<file path="src/rtl/dtg_pkg.sv">
package dtg_pkg;

    typedef enum logic [2:0] {
        PH_IDLE    = 3'd0,
        PH_HI_WAIT = 3'd1,
        PH_HI_DLY  = 3'd2,
        PH_HI_ON   = 3'd3,
        PH_LO_WAIT = 3'd4,
        PH_LO_DLY  = 3'd5,
        PH_LO_ON   = 3'd6
    } phase_e;

    typedef struct packed {
        logic run;      // controller allowed to drive a gate
        logic want_hi;  // effective side request: 1 = high side
    } req_t;

    typedef struct packed {
        logic hi;
        logic lo;
    } gate_t;

    // Delay in cycles: ceil(dead/clk), clamped to [1, floor(max/clk)]
    function automatic int calc_dly(input int dead_ns, input int max_ns, input int clk_ns);
        int c;
        int lim;
        c   = (dead_ns + clk_ns - 1) / clk_ns;
        lim = max_ns / clk_ns;
        if (c > lim) c = lim;
        if (c < 1)   c = 1;
        return c;
    endfunction

    function automatic logic is_delay(input phase_e p);
        return (p == PH_HI_DLY) || (p == PH_LO_DLY);
    endfunction

endpackage

</file>
<file path="src/rtl/dtg_req_qual.sv">
module dtg_req_qual
    import dtg_pkg::*;
(
    input  logic enable,
    input  logic shutdown,
    input  logic ovp_force,
    input  logic pwm_req,
    output req_t req
);
    always_comb begin
        req.run     = enable & ~shutdown;
        req.want_hi = pwm_req & ~ovp_force;
    end
endmodule

</file>
<file path="src/rtl/dtg_delay_timer.sv">
module dtg_delay_timer #(
    parameter int DLY = 4
) (
    input  logic clk,
    input  logic rst,
    input  logic active,
    output logic done
);
    localparam int CW = (DLY < 2) ? 1 : $clog2(DLY);
    localparam logic [CW-1:0] LAST = CW'(DLY - 1);

    logic [CW-1:0] cnt_q;

    always_ff @(posedge clk) begin
        if (rst || !active) begin
            cnt_q <= '0;
        end else if (cnt_q != LAST) begin
            cnt_q <= cnt_q + 1'b1;
        end
    end

    assign done = active && (cnt_q == LAST);
endmodule

</file>
<file path="src/rtl/dtg_phase_fsm.sv">
module dtg_phase_fsm
    import dtg_pkg::*;
(
    input  logic   clk,
    input  logic   rst,
    input  req_t   req,
    input  logic   hi_fb_low,
    input  logic   lo_fb_low,
    input  logic   timer_done,
    output phase_e phase,
    output logic   timer_active
);
    phase_e ph_q;
    phase_e ph_d;

    always_comb begin
        ph_d = ph_q;
        if (!req.run) begin
            ph_d = PH_IDLE;
        end else begin
            unique case (ph_q)
                PH_IDLE:    ph_d = req.want_hi ? PH_HI_WAIT : PH_LO_WAIT;
                PH_HI_WAIT: if (!req.want_hi)   ph_d = PH_LO_WAIT;
                            else if (lo_fb_low) ph_d = PH_HI_DLY;
                PH_HI_DLY:  if (!req.want_hi)   ph_d = PH_LO_WAIT;
                            else if (!lo_fb_low) ph_d = PH_HI_WAIT;
                            else if (timer_done) ph_d = PH_HI_ON;
                PH_HI_ON:   if (!req.want_hi)   ph_d = PH_LO_WAIT;
                PH_LO_WAIT: if (req.want_hi)    ph_d = PH_HI_WAIT;
                            else if (hi_fb_low) ph_d = PH_LO_DLY;
                PH_LO_DLY:  if (req.want_hi)    ph_d = PH_HI_WAIT;
                            else if (!hi_fb_low) ph_d = PH_LO_WAIT;
                            else if (timer_done) ph_d = PH_LO_ON;
                PH_LO_ON:   if (req.want_hi)    ph_d = PH_HI_WAIT;
                default:    ph_d = PH_IDLE;
            endcase
        end
    end

    always_ff @(posedge clk) begin
        if (rst) ph_q <= PH_IDLE;
        else     ph_q <= ph_d;
    end

    assign phase        = ph_q;
    assign timer_active = is_delay(ph_q);
endmodule

</file>
<file path="src/rtl/dtg_gate_decode.sv">
module dtg_gate_decode
    import dtg_pkg::*;
(
    input  phase_e phase,
    output gate_t  gate
);
    always_comb begin
        gate.hi = (phase == PH_HI_ON);
        gate.lo = (phase == PH_LO_ON);
    end
endmodule

</file>
<file path="src/rtl/gate_deadtime_ctrl.sv">
module gate_deadtime_ctrl
    import dtg_pkg::*;
#(
    parameter int CLK_PERIOD_NS = 10,
    parameter int DEAD_TIME_NS  = 40,
    parameter int DEAD_MAX_NS   = 100
) (
    input  logic clk,
    input  logic rst,
    input  logic enable,
    input  logic shutdown,
    input  logic ovp_force,
    input  logic pwm_req,
    input  logic hs_fb_low,
    input  logic ls_fb_low,
    output logic hs_gate_en,
    output logic ls_gate_en
);
    localparam int DLY_CYCLES = calc_dly(DEAD_TIME_NS, DEAD_MAX_NS, CLK_PERIOD_NS);

    req_t   req;
    phase_e phase;
    gate_t  gate;
    logic   tmr_active;
    logic   tmr_done;

    dtg_req_qual u_qual (
        .enable   (enable),
        .shutdown (shutdown),
        .ovp_force(ovp_force),
        .pwm_req  (pwm_req),
        .req      (req)
    );

    dtg_delay_timer #(.DLY(DLY_CYCLES)) u_timer (
        .clk   (clk),
        .rst   (rst),
        .active(tmr_active),
        .done  (tmr_done)
    );

    dtg_phase_fsm u_fsm (
        .clk         (clk),
        .rst         (rst),
        .req         (req),
        .hi_fb_low   (hs_fb_low),
        .lo_fb_low   (ls_fb_low),
        .timer_done  (tmr_done),
        .phase       (phase),
        .timer_active(tmr_active)
    );

    dtg_gate_decode u_dec (
        .phase(phase),
        .gate (gate)
    );

    assign hs_gate_en = gate.hi;
    assign ls_gate_en = gate.lo;
endmodule

</file>
<file path="config.mk">
export PLATFORM = sky130hd
export DESIGN_NAME = gate_deadtime_ctrl
export DESIGN_NICKNAME = d
export VERILOG_FILES = /design/src/rtl/dtg_pkg.sv /design/src/rtl/dtg_req_qual.sv /design/src/rtl/dtg_delay_timer.sv /design/src/rtl/dtg_phase_fsm.sv /design/src/rtl/dtg_gate_decode.sv /design/src/rtl/gate_deadtime_ctrl.sv
export SDC_FILE = /design/constraint.sdc
export NUM_CORES = 1
export LEC_CHECK = 0
export ABC_AREA = 0
export ABC_CLOCK_PERIOD_IN_PS = 2080
export BUFFER_PORTS_ARGS = -buffer_cell sky130_fd_sc_hd__buf_2
export CAP_MARGIN = 10
export CELL_PAD_IN_SITES_DETAIL_PLACEMENT = 1
export CELL_PAD_IN_SITES_GLOBAL_PLACEMENT = 1
export CORE_AREA = 8 8 45 47
export CTS_BUF_LIST = sky130_fd_sc_hd__clkbuf_4 sky130_fd_sc_hd__clkbuf_8 sky130_fd_sc_hd__clkbuf_16
export CTS_CLUSTER_SIZE = 40
export DETAILED_ROUTE_END_ITERATION = 6
export DIE_AREA = 0 0 53 55
export GPL_TIMING_DRIVEN = 0
export PLACE_DENSITY = 0.78
export SYNTH_ARGS = -nofsm -noshare
export SYNTH_HDL_FRONTEND = slang
export SYNTH_HIERARCHICAL = 1
export SYNTH_SLANG_ARGS = --single-unit
</file>
<file path="constraint.sdc">
create_clock -name clk -period 2.08 [get_ports clk]
set_input_delay 0.312 -clock clk [delete_from_list [all_inputs] [get_ports clk]]
set_output_delay 0.312 -clock clk [all_outputs]
set_load 0.005 [all_outputs]
</file>
# --- After elaboration in Yosys (flattened, before gate mapping) ---
# Cells that the tools add are included.
# W data, S select, Z words.
totals:
  wordCells: 43
  out_inout_bits: 2
  ff_bits: 5
  inputBits: 8
op_classes:
  addsub: 1
  reduce_logical: 7
  bitwise: 5
  eq_ne: 14
  n_mux: 14
op_table:
  columns: ["cell", "count"]
  rows:
  - ["$mux W3", 13]
  - ["$pmux W3 S7", 1]
  - ["$eq A3 B3 Y1 const B", 3]
  - ["$eq A3 B2 Y1 const B", 2]
  - ["$reduce_and A6 Y1", 1]
  - ["$ne A2 B2 Y1 const B", 2]
  - ["$ne A4 B3 Y1 const B", 1]
  - ["$ne A4 B4 Y1 const B", 1]
  - ["$eq A3 B1 Y1 const B", 1]
  - ["$logic_not A3 Y1", 1]
  - ["$ne A3 B2 Y1 const B", 1]
  - ["$ne A3 B3 Y1 const B", 1]
  - ["$not A1 Y1", 3]
  - ["$add A2 B1 Y2 const B", 1]
  - ["$and A1 B1 Y1", 2]
  - ["$eq A2 B2 Y1 const B", 1]
  - ["$logic_or A1 B1 Y1", 2]
  - ["$ne A2 B1 Y1 const B", 1]
  - ["$reduce_or A2 Y1", 1]
  - ["$logic_and A1 B1 Y1", 1]
  - ["$logic_not A1 Y1", 1]

# --- Longest topological paths before layout ---
# Gate-level depths: netlist of run 1.
logic_depth:
  ltp_word: 7
  mapped_depth: 9
  mapped_depth_nobuf: 8

# --- Modules after synthesis ---
# The synthesis of run 1 kept the hierarchy.
modules_own_cells:
  columns: ["mod", "instances", "area_per_inst_um2", "cells_per_inst"]
  rows:
  - ["dtg_phase_fsm", 1, 302.8, 39]
  - ["dtg_delay_timer", 1, 92.6, 9]
  - ["dtg_req_qual", 1, 27.5, 2]
  - ["dtg_gate_decode", 1, 17.5, 2]

# --- Worst setup path before layout of run 1 ---
# OpenSTA, ideal clock, no wires.
synth_timing:
  kind: "register -> register"
  startpoint: "register u_fsm.ph_q[0] (netlist: u_fsm/phase[0])"
  endpoint: "register u_fsm.ph_q[0] (netlist: u_fsm/phase[0])"
  path_stages_with_launch: 10
  setup_time_ns: 0.119
  slack_ns: 0.320
  t_required_ns: 1.961
  n_path_buf: 1
  t_arrival_ns: 1.642
  path_cell_list: "dfxtp_1 -> buf_6 -> nor2b_2 -> nand2_1 -> o21ai_0 -> and2_2 -> or3_4 -> o211a_2 -> a21oi_2 -> nor3_2"
synth_via:
  elab_chain_cells: 5
  elab_cells_between_ends: 17
  classes_between: "eq/ne: 12; mux: 1; reduce/logical: 4"
synth_rtl:
  columns: ["item", "line", "rtl"]
  rows:
  - ["start, declared", "dtg_phase_fsm.sv:13", "phase_e ph_q;"]
  - ["start signal, assigned", "dtg_phase_fsm.sv:42", "else ph_q <= ph_d;"]
  - ["$eq A3 B2 Y1 / $eq A3 B3 Y1 (equally long branches)", "dtg_pkg.sv:35", "return (p == PH_HI_DLY) || (p == PH_LO_DLY);"]
  - ["$logic_or A1 B1 Y1 (*)", "dtg_pkg.sv:35", null]
  - ["net tmr_active", "gate_deadtime_ctrl.sv:24", "logic tmr_active;"]
  - ["$logic_and A1 B1 Y1 (*)", "dtg_delay_timer.sv:22", "assign done = active && (cnt_q == LAST);"]
  - ["net tmr_done", "gate_deadtime_ctrl.sv:25", "logic tmr_done;"]
  - ["$ne A4 B4 Y1 (no source line) / $ne A4 B3 Y1 (equally long branches)", null, null]
  - ["$reduce_and A6 Y1 (no source line) (*)", null, null]
# Mark *: on every way through the listed nets, which the timed path passes. The rest lies on a longest branch.
# A chain may end at the register's enable or synchronous reset.

# --- Worst setup path after layout of run 1 ---
# Ends and elaborated chain as after synthesis.

==> results.yml, run 1 <==
cts:
  post_cts_buffers: 0
  numCtsBuffers: 3
  cts_resized: 0
  cts_hold_buffers: 0
  clk_pin_slew_worst_paths_ns: 0.04
  htree_levels: 1
  tritoncts: "yes"
  cts_root_buf: "clkbuf_4"
  cts_sinks: 5
  clk_latency_ns: 0.24
  cts.path.max_buffers: 2
place:
  dp_hpwl_um: 790
  io_buffers: 9
  dpl_cell_area_sq_um: 505
  placedCellCount: 77
  place_congestion: 0.720
  pre_cts_slack_ns: 0.198
synth:
  async_flop_share_pct: 0
  ys_types: 31
  yosysWarnings: 6
  ys_ff_latch: 5
  synth_fp_nets: 61
  syn-cell-area_sq_um: 440
  synth_edf_count: 0
  synth_seq_area_share_pct: 22.7
  syn_avg_cell_area_sq_um: 8.47
  synth_flop_cell: "dfxtp_1"
  syn_inst: 52
route:
  first_pass_iters: 3
  drt_wl_total_um: 961
  avgViaCountPerCell: 5.02
  num_vias: 407
  drt_iter0_markers: 6
  ant_nets: 0
  wl_per_cell_um: 11.9
  drc: 0
global_routing:
  grt.overflow.total: 0
  grt_pass1_vias: 427
  antenna_found_initial: 0
  grt_max_degree: 12
  grt_pass1_wl_um: 1760
  track_usage_pct: 7.97
pwr:
  power_w: 0.000256
  powerDensity_nw_per_um2: 478
  p_clk_share_pct: 48.7
  swShare_pct: 22.0
  irDropWorstVdd_uv: 334
  leakage_nw: 0.236
  seqPwrFrac_pct: 38.5
  switching_power_w: 0.0000564
  p_comb_share_pct: 12.8
  intPower_w: 0.000200
floorplan:
  fp.dieW_um: 53
  core_area_sq_um: 1380
  initial_core_util_pct: 31.8
  fp.dieH_um: 55
  die_area_sq_um: 2920
  ios: 10
  row_count: 14
sta:
  slew-limit-headroom_pct: 77.5
  final-setup-viol-count: 0
  period_minus_slack_ns: 1.88
  rsz0062_at_grt: "false"
  timing.setup.tns_ns: 0
  setup_ws_ns: 0.200
  tightest_slew_ns: 0.337
  fmax_mhz: 532
  skew_ns: 0.00396
  timing_hold_violations_final: 0
  slew_viol_final: 0
  period_share_pct: 90.4
worst_setup_path:
  critPathMaxFanout: 9
  rrSetupSlack_ns: 0.20
  crit_path_start_kind: "flip-flop"
  worstSetupEndpointType: "flip-flop"
  r2r_cells: 9
  required_ns: 2.21
  critPathKind: "reg -> reg"
  crit_arrival_ns: 2.01
  r2r_start: "u_fsm/phase[0]"
  timing.rr.end: "u_fsm/phase[0]"
min_path:
  hold-path-endpoint: "u_timer/cnt_q[1]"
  min_from: "rst"
  hold_class: "in -> reg"
  hold_path_depth: 3
job:
  max-cap-violations: 0
final_layout:
  stdcell_area_sq_um: 536
  diodes: 0
  nets: 75
  layout-drive-gt1-share_pct: 41.5
  fin_cells: 81
  syn2layout_area_growth_pct: 21.6
run_status:
  status: "complete, no violations"
## per-layer routing
| layer | track usage, % | vias up | routed length, um |
|---|---|---|---|
| met5 | 0 | - | 0 |
| met4 | 1.29 | 0 | 0 |
| met3 | 4.01 | 0 | 71 |
| met2 | 12.7 | 11 | 457 |
| met1 | 9.56 | 184 | 431 |
| li1 | - | 212 | - |
## cells in the final DEF, fill, tap and decap left out, drive strengths merged, types with 2 or more instances in the layout
cell    count
a21oi       3
and3b       2
buf        11
clkbuf      4
dfxtp       5
nand2       2
nand2b      5
nand3       4
nor2        4
nor2b       4
nor3        2
o21ai       5
## cell usage after synthesis (2+ instances only)
cell / n / area [sq um]
and3b_1: 2 / 17.5
nor2b_4: 2 / 27.5
nand3_1: 3 / 15.0
nor2b_2: 2 / 17.5
nand2b_1: 5 / 31.3
o21ai_1: 2 / 10.0
o21ai_0: 3 / 15.0
nand2_1: 2 / 7.51
a21oi_1: 2 / 10.0
nor2_1: 4 / 15.0
dfxtp_1: 5 / 100
## worst max-delay path: stages, from the launching register on
cell and delay, ns:
dfxtp_1 0.32, buf_6 0.14, nor2b_2 0.17, nand2_1 0.08
o21ai_0 0.10, and2_2 0.22, or3_4 0.39, o211a_2 0.15
a21oi_2 0.15, nor3_2 0.06
## power by group through the flow
stage	registers [W]	clock network [W]	logic [W]
6_report	0.0000986	0.000125	0.0000327
5_1_grt	0.0000984	0.000146	0.0000362
4_1_cts	0.0000986	0.000130	0.0000333
3_5_place_dp	0.000100	0	0.0000332
3_3_place_gp	0.000100	0	0.0000323
2_1_floorplan	0.0000999	0	0.0000214
## how the worst max path moves through the flow
stage,start,to,slack [ns],cells past startpoint
floorplan,u_fsm/phase[0],u_fsm/phase[0],0.32,9
global placement,u_fsm/phase[0],u_fsm/phase[0],0.22,9
detailed placement,u_fsm/phase[0],u_fsm/phase[0],0.20,9
CTS,u_fsm/phase[1],u_fsm/phase[0],0.18,8
global route,u_fsm/phase[1],u_fsm/phase[0],0.04,7
finish,u_fsm/phase[0],u_fsm/phase[0],0.20,9
## flip-flops by register name (all words and copies together) (netlist names)
| name | cells |
|---|---|
| u_fsm/phase | 3 |
| u_timer/cnt_q | 2 |
## cell families after synthesis
family / after synthesis / share of synthesized area (%)
xor gates and xnor gates: 1 / 1.99
AOI/OAI and AO/OA: 12 / 18.8
and+or+nand+nor: 29 / 46.3
muxes: 1 / 2.27
DFF: 5 / 22.7
adders and majority gates: 1 / 2.84
buffers and inverters: 3 / 5.11
## per-stage QoR
stage	hold slack (ns)	utilization, %
after floorplan	0.468	-
after CTS	0.353	38.7
after global placement	0.481	36.5
final	0.356	38.7
after detailed placement	0.507	36.5
after global routing	0.361	38.7
## layout make-up
type | count | area (sq um)
Fill cell | 176 | 848
Multi-Input combinational cell | 44 | 318
Sequential cell | 5 | 100
Timing Repair Buffer | 9 | 45.0
Clock buffer | 4 | 30.0
Tap cell | 16 | 20.0
Buffer | 2 | 18.8
Inverter | 1 | 3.75
Power figures use the tool's default switching activity.
==> run 2, diff against run 1 <==
--- a/config.mk
+++ b/config.mk
@@ -7,7 +7,7 @@
 export LEC_CHECK = 0
 export ABC_AREA = 0
 export ABC_CLOCK_PERIOD_IN_PS = 2080
-export BUFFER_PORTS_ARGS = -buffer_cell sky130_fd_sc_hd__buf_2
+export BUFFER_PORTS_ARGS = -buffer_cell sky130_fd_sc_hd__buf_4
 export CAP_MARGIN = 10
 export CELL_PAD_IN_SITES_DETAIL_PLACEMENT = 1
 export CELL_PAD_IN_SITES_GLOBAL_PLACEMENT = 1
==> run 2 against run 1 <==
  * Die area is the same
  * Flip-flop and latch count is the same
  * Utilization grew 1.7 points
  * Non-clock buffer count is the same
  * First-iteration DRC count shrank 33%
  * Count of clock-buffer cells in the layout is the same
  * Highest routed layer is now met4
==> results.yml, run 2 (synthesis results as in run 1) <==
run_status:
  status: "complete, no violations"
worst_setup_path:
  crit_path_end: "u_fsm/phase[0]"
  cpPeakStageDelay_ns: 0.39
  critPathKind: "reg -> reg"
  timing.rr.end: "u_fsm/phase[0]"
  critPathMaxFanout: 9
  worstSetupEndpointType: "flip-flop"
  r2r_start: "u_fsm/phase[0]"
  crit_family: "simple AND/OR/NAND/NOR gates"
  crit_path_start_kind: "flip-flop"
  required_ns: 2.23
  crit_path_start: "u_fsm/phase[0]"
  critPathBufInv: 1
  cp.depth: 9
  r2r_cells: 9
  crit_arrival_ns: 2.01
  rrSetupSlack_ns: 0.22
  path_cells: "buf_6 -> nor2b_2 -> nand2_1 -> o21ai_0 -> and2_2 -> or3_4 -> o211a_2 -> a21oi_2 -> nor3_2"
  slowest_stage: "or3_4"
floorplan:
  initial_core_util_pct: 31.8
  fp.dieH_um: 55
  core_area_sq_um: 1380
  ios: 10
  fp.dieW_um: 53
  die_area_sq_um: 2920
  row_count: 14
cts:
  clk_pin_slew_worst_paths_ns: 0.05
  cts_hold_buffers: 0
  cts_root_buf: "clkbuf_4"
  cts.path.max_buffers: 2
  clk_latency_ns: 0.26
  tritoncts: "yes"
  numCtsBuffers: 3
  cts_sinks: 5
  post_cts_buffers: 0
  htree_levels: 1
  cts_resized: 0
sta:
  skew_ns: 0.0104
  slew_viol_final: 0
  timing_hold_violations_final: 0
  final-setup-viol-count: 0
  timing.setup.tns_ns: 0
  tightest_slew_ns: 0.222
  fmax_mhz: 538
  period_share_pct: 89.3
  rsz0062_at_grt: "false"
  slew-limit-headroom_pct: 85.1
  period_minus_slack_ns: 1.86
route:
  first_pass_iters: 2
  wl_per_cell_um: 12.4
  num_vias: 411
  drc: 0
  drt_wl_total_um: 1010
  drt_iter0_markers: 4
  ant_nets: 0
  avgViaCountPerCell: 5.07
final_layout:
  final_common_cell: "buf_4"
  layout_common_cells: "10 x buf_4, 5 x nand2b_1, 4 x clkbuf_4, 4 x nor2_1, 4 x dfxtp_1"
  diodes: 0
  multiInputGateArea_sq_um: 318
  largest_register_ff_count: 3
  fin_cells: 81
  nFillCells: 171
  stdcell_area_sq_um: 559
  syn2layout_area_growth_pct: 27.0
  fin_util_pct: 40.4
  ff_latch_area_sq_um: 101
  nets: 75
  layout-drive-gt1-share_pct: 43.1
global_routing:
  grt_max_degree: 12
  grt_pass1_wl_um: 1840
  grt_util_met3_pct: 3.48
  met1_usage_pct: 8.35
  busiest_layer: "met2"
  grt_pass1_vias: 438
  met2_usage_pct: 15.6
  antenna_found_initial: 0
  track_usage_pct: 8.57
  grt.overflow.total: 0
place:
  dpl_cell_area_sq_um: 528
  place_congestion: 0.776
  io_buffers: 9
  placedCellCount: 77
pwr:
  leakage_nw: 0.242
  powerDensity_nw_per_um2: 480
  irDropWorstVdd_uv: 288
min_path:
  min_from: "rst"
  hold_path_depth: 3
  hold_class: "in -> reg"
job:
  max-cap-violations: 0
run 2: cell counts in the layout (fill, tap and decap cells not counted):
Identical to the previous run, type by type.
run 2: final cells by class:
class,instances,area share (%)
timing repair buffer,9,12.1
sequential,5,18.1
tap,16,3.58
inverter,1,0.671
multi-input combinational,44,56.8
buffer,2,3.36
clock buffer,4,5.37
run 2: worst min path at each step:
stage | to | slack (ns)
2_1_floorplan | u_timer/cnt_q[1] | 0.47
3_3_place_gp | u_timer/cnt_q[1] | 0.48
3_5_place_dp | u_timer/cnt_q[1] | 0.52
4_1_cts | u_timer/cnt_q[1] | 0.34
5_1_grt | u_timer/cnt_q[0] | 0.37
6_report | u_timer/cnt_q[1] | 0.34
run 2: per-layer routing:
layer  share of wire [%]  wire [um]
met5                   0          0
met1                  42        420
met2                  50        499
met4                 1.9         19
met3                 6.7         67
run 2: report_power, final:
part	total [W]	switching, W	internal, W
logic	0.0000366	0.0000162	0.0000204
registers	0.0000984	0.00000101	0.0000974
clock network	0.000134	0.0000476	0.0000861
total	0.000269	0.0000648	0.000204
run 2: worst reg2reg max path: cells and delay by family, from the launching register on:
family	cells	cell delay, ns
simple gates	5	0.89
compound gates	3	0.40
flops	1	0.32
buf+inv	1	0.14
run 2: metrics by stage:
stage | hold WS, ns | power (W) | worst slack [ns]
6_report | 0.345 | 0.000269 | 0.223
5_1_grt | 0.374 | 0.000285 | 0.120
4_1_cts | 0.344 | 0.000275 | 0.148
3_5_place_dp | 0.523 | 0.000137 | 0.174
3_3_place_gp | 0.484 | 0.000136 | 0.218
2_1_floorplan | 0.468 | 0.000121 | 0.320
==> run 3, diff against run 2 <==
--- a/config.mk
+++ b/config.mk
@@ -11,11 +11,11 @@
 export CAP_MARGIN = 10
 export CELL_PAD_IN_SITES_DETAIL_PLACEMENT = 1
 export CELL_PAD_IN_SITES_GLOBAL_PLACEMENT = 1
-export CORE_AREA = 8 8 45 47
+export CORE_AREA = 2 2 39 41
 export CTS_BUF_LIST = sky130_fd_sc_hd__clkbuf_4 sky130_fd_sc_hd__clkbuf_8 sky130_fd_sc_hd__clkbuf_16
 export CTS_CLUSTER_SIZE = 40
 export DETAILED_ROUTE_END_ITERATION = 6
-export DIE_AREA = 0 0 53 55
+export DIE_AREA = 0 0 41 43
 export GPL_TIMING_DRIVEN = 0
 export PLACE_DENSITY = 0.78
 export SYNTH_ARGS = -nofsm -noshare
==> run 3 against run 2 <==
  * Global-route usage rose by 5.1 points
  * Sequential power about the same
  * Clock power fell by 7%
  * Total power shrank 3.7%
  * Largest cell class unchanged
  * Combinational power fell by 1%
  * Critical path depth unchanged
  * Cell area is 0.22% lower
  * Count of clock-buffer cells in the layout stayed put
==> results.yml, run 3 (synthesis results as in run 1) <==
final_layout:
  layout_common_cells: "10 x buf_4, 5 x nand2b_1, 5 x dfxtp_1"
  largest_register_ff_count: 3
  fin_util_pct: 40.3
  syn2layout_area_growth_pct: 26.7
  nets: 75
  final_common_cell: "buf_4"
  layout-drive-gt1-share_pct: 41.5
  diodes: 0
worst_setup_path:
  crit_path_end: "u_fsm/phase[0]"
  crit_path_start_kind: "flip-flop"
  crit_path_start: "u_fsm/phase[0]"
  r2r_cells: 9
  critPathMaxFanout: 9
  r2r_start: "u_fsm/phase[0]"
  timing.rr.end: "u_fsm/phase[0]"
  crit_arrival_ns: 2.01
  worstSetupEndpointType: "flip-flop"
  required_ns: 2.21
  critPathKind: "reg -> reg"
  rrSetupSlack_ns: 0.20
place:
  io_buffers: 9
  pre_cts_slack_ns: 0.187
  dp_hpwl_um: 753
  place_congestion: 0.703
pwr:
  switching_power_w: 0.0000552
  seqPwrFrac_pct: 38.1
  powerDensity_nw_per_um2: 463
  intPower_w: 0.000203
  p_comb_share_pct: 14.0
  irDropWorstVdd_uv: 421
  leakage_nw: 0.242
  p_clk_share_pct: 47.9
  swShare_pct: 21.3
cts:
  cts.path.max_buffers: 2
  tritoncts: "yes"
  cts_resized: 0
  post_cts_buffers: 0
  cts_hold_buffers: 0
  clk_latency_ns: 0.24
  clk_pin_slew_worst_paths_ns: 0.04
  cts_root_buf: "clkbuf_4"
  numCtsBuffers: 3
  htree_levels: 1
  cts_sinks: 5
route:
  num_vias: 412
  wl_per_cell_um: 11.1
  first_pass_iters: 4
  avgViaCountPerCell: 5.09
  ant_nets: 0
  drt_wl_total_um: 901
  drt_iter0_markers: 4
  drc: 0
floorplan:
  fp.dieW_um: 41
  initial_core_util_pct: 31.8
  fp.dieH_um: 43
  core_area_sq_um: 1380
  die_area_sq_um: 1760
  row_count: 14
  ios: 10
global_routing:
  grt.overflow.total: 0
  grt_pass1_wl_um: 1590
  grt_max_degree: 12
  antenna_found_initial: 0
  grt_pass1_vias: 430
  track_usage_pct: 13.7
sta:
  final-setup-viol-count: 0
  setup_ws_ns: 0.198
  timing.setup.tns_ns: 0
  skew_ns: 0.00139
  slew_viol_final: 0
  tightest_slew_ns: 0.335
  timing_hold_violations_final: 0
  hold_ws_ns: 0.361
  period_share_pct: 90.5
  fmax_mhz: 531
  period_minus_slack_ns: 1.88
  rsz0062_at_grt: "false"
  slew-limit-headroom_pct: 77.6
min_path:
  min_from: "rst"
  hold_class: "in -> reg"
job:
  max-cap-violations: 0
run_status:
  status: "complete, no violations"
[run 3: power groups by stage]
stage | Combinational [W] | Sequential, W | Clock, W
after floorplan | 0.0000214 | 0.0000999 | 0
after global placement | 0.0000359 | 0.000100 | 0
after detailed placement | 0.0000367 | 0.000100 | 0
after CTS | 0.0000368 | 0.0000985 | 0.000131
after global routing | 0.0000405 | 0.0000985 | 0.000138
final | 0.0000362 | 0.0000985 | 0.000124
[run 3: worst min-delay path by stage]
stage,cells after the start,slack (ns),end
final,3,0.36,u_timer/cnt_q[1]
after global routing,3,0.39,u_timer/cnt_q[0]
after CTS,3,0.36,u_timer/cnt_q[1]
after detailed placement,2,0.54,u_timer/cnt_q[1]
after global placement,2,0.48,u_timer/cnt_q[1]
after floorplan,2,0.47,u_timer/cnt_q[1]
[run 3: through the flow]
step	area (sq um)	total power (W)	instances
floorplan	440	0.000121	52
global placement	528	0.000136	77
detailed placement	528	0.000137	77
CTS	558	0.000267	81
global route	558	0.000277	81
finish	558	0.000259	81
[run 3: area by class of cell]
cell class                      count  area (sq um)
Fill cell                         169           826
Multi-Input combinational cell     44           318
Sequential cell                     5           100
Timing Repair Buffer                9          67.6
Clock buffer                        4          30.0
Tap cell                           16          20.0
Buffer                              2          18.8
Inverter                            1          3.75
[run 3: critical path, cell delays in order, from the launching register on]
cell,delay [ns]
dfxtp_1,0.32
buf_6,0.14
nor2b_2,0.17
nand2_1,0.07
o21ai_0,0.09
and2_2,0.22
or3_4,0.39
o211a_2,0.15
a21oi_2,0.16
nor3_2,0.05
[run 3: layer usage]
| metal | track usage (%) | up-vias | part of all wire (%) |
|---|---|---|---|
| met3 | 9.42 | 0 | 6.4 |
| met5 | 0 | - | 0 |
| met2 | 23.1 | 11 | 54 |
| li1 | - | 211 | - |
| met1 | 12.2 | 190 | 39 |
| met4 | 4.00 | 0 | 0 |
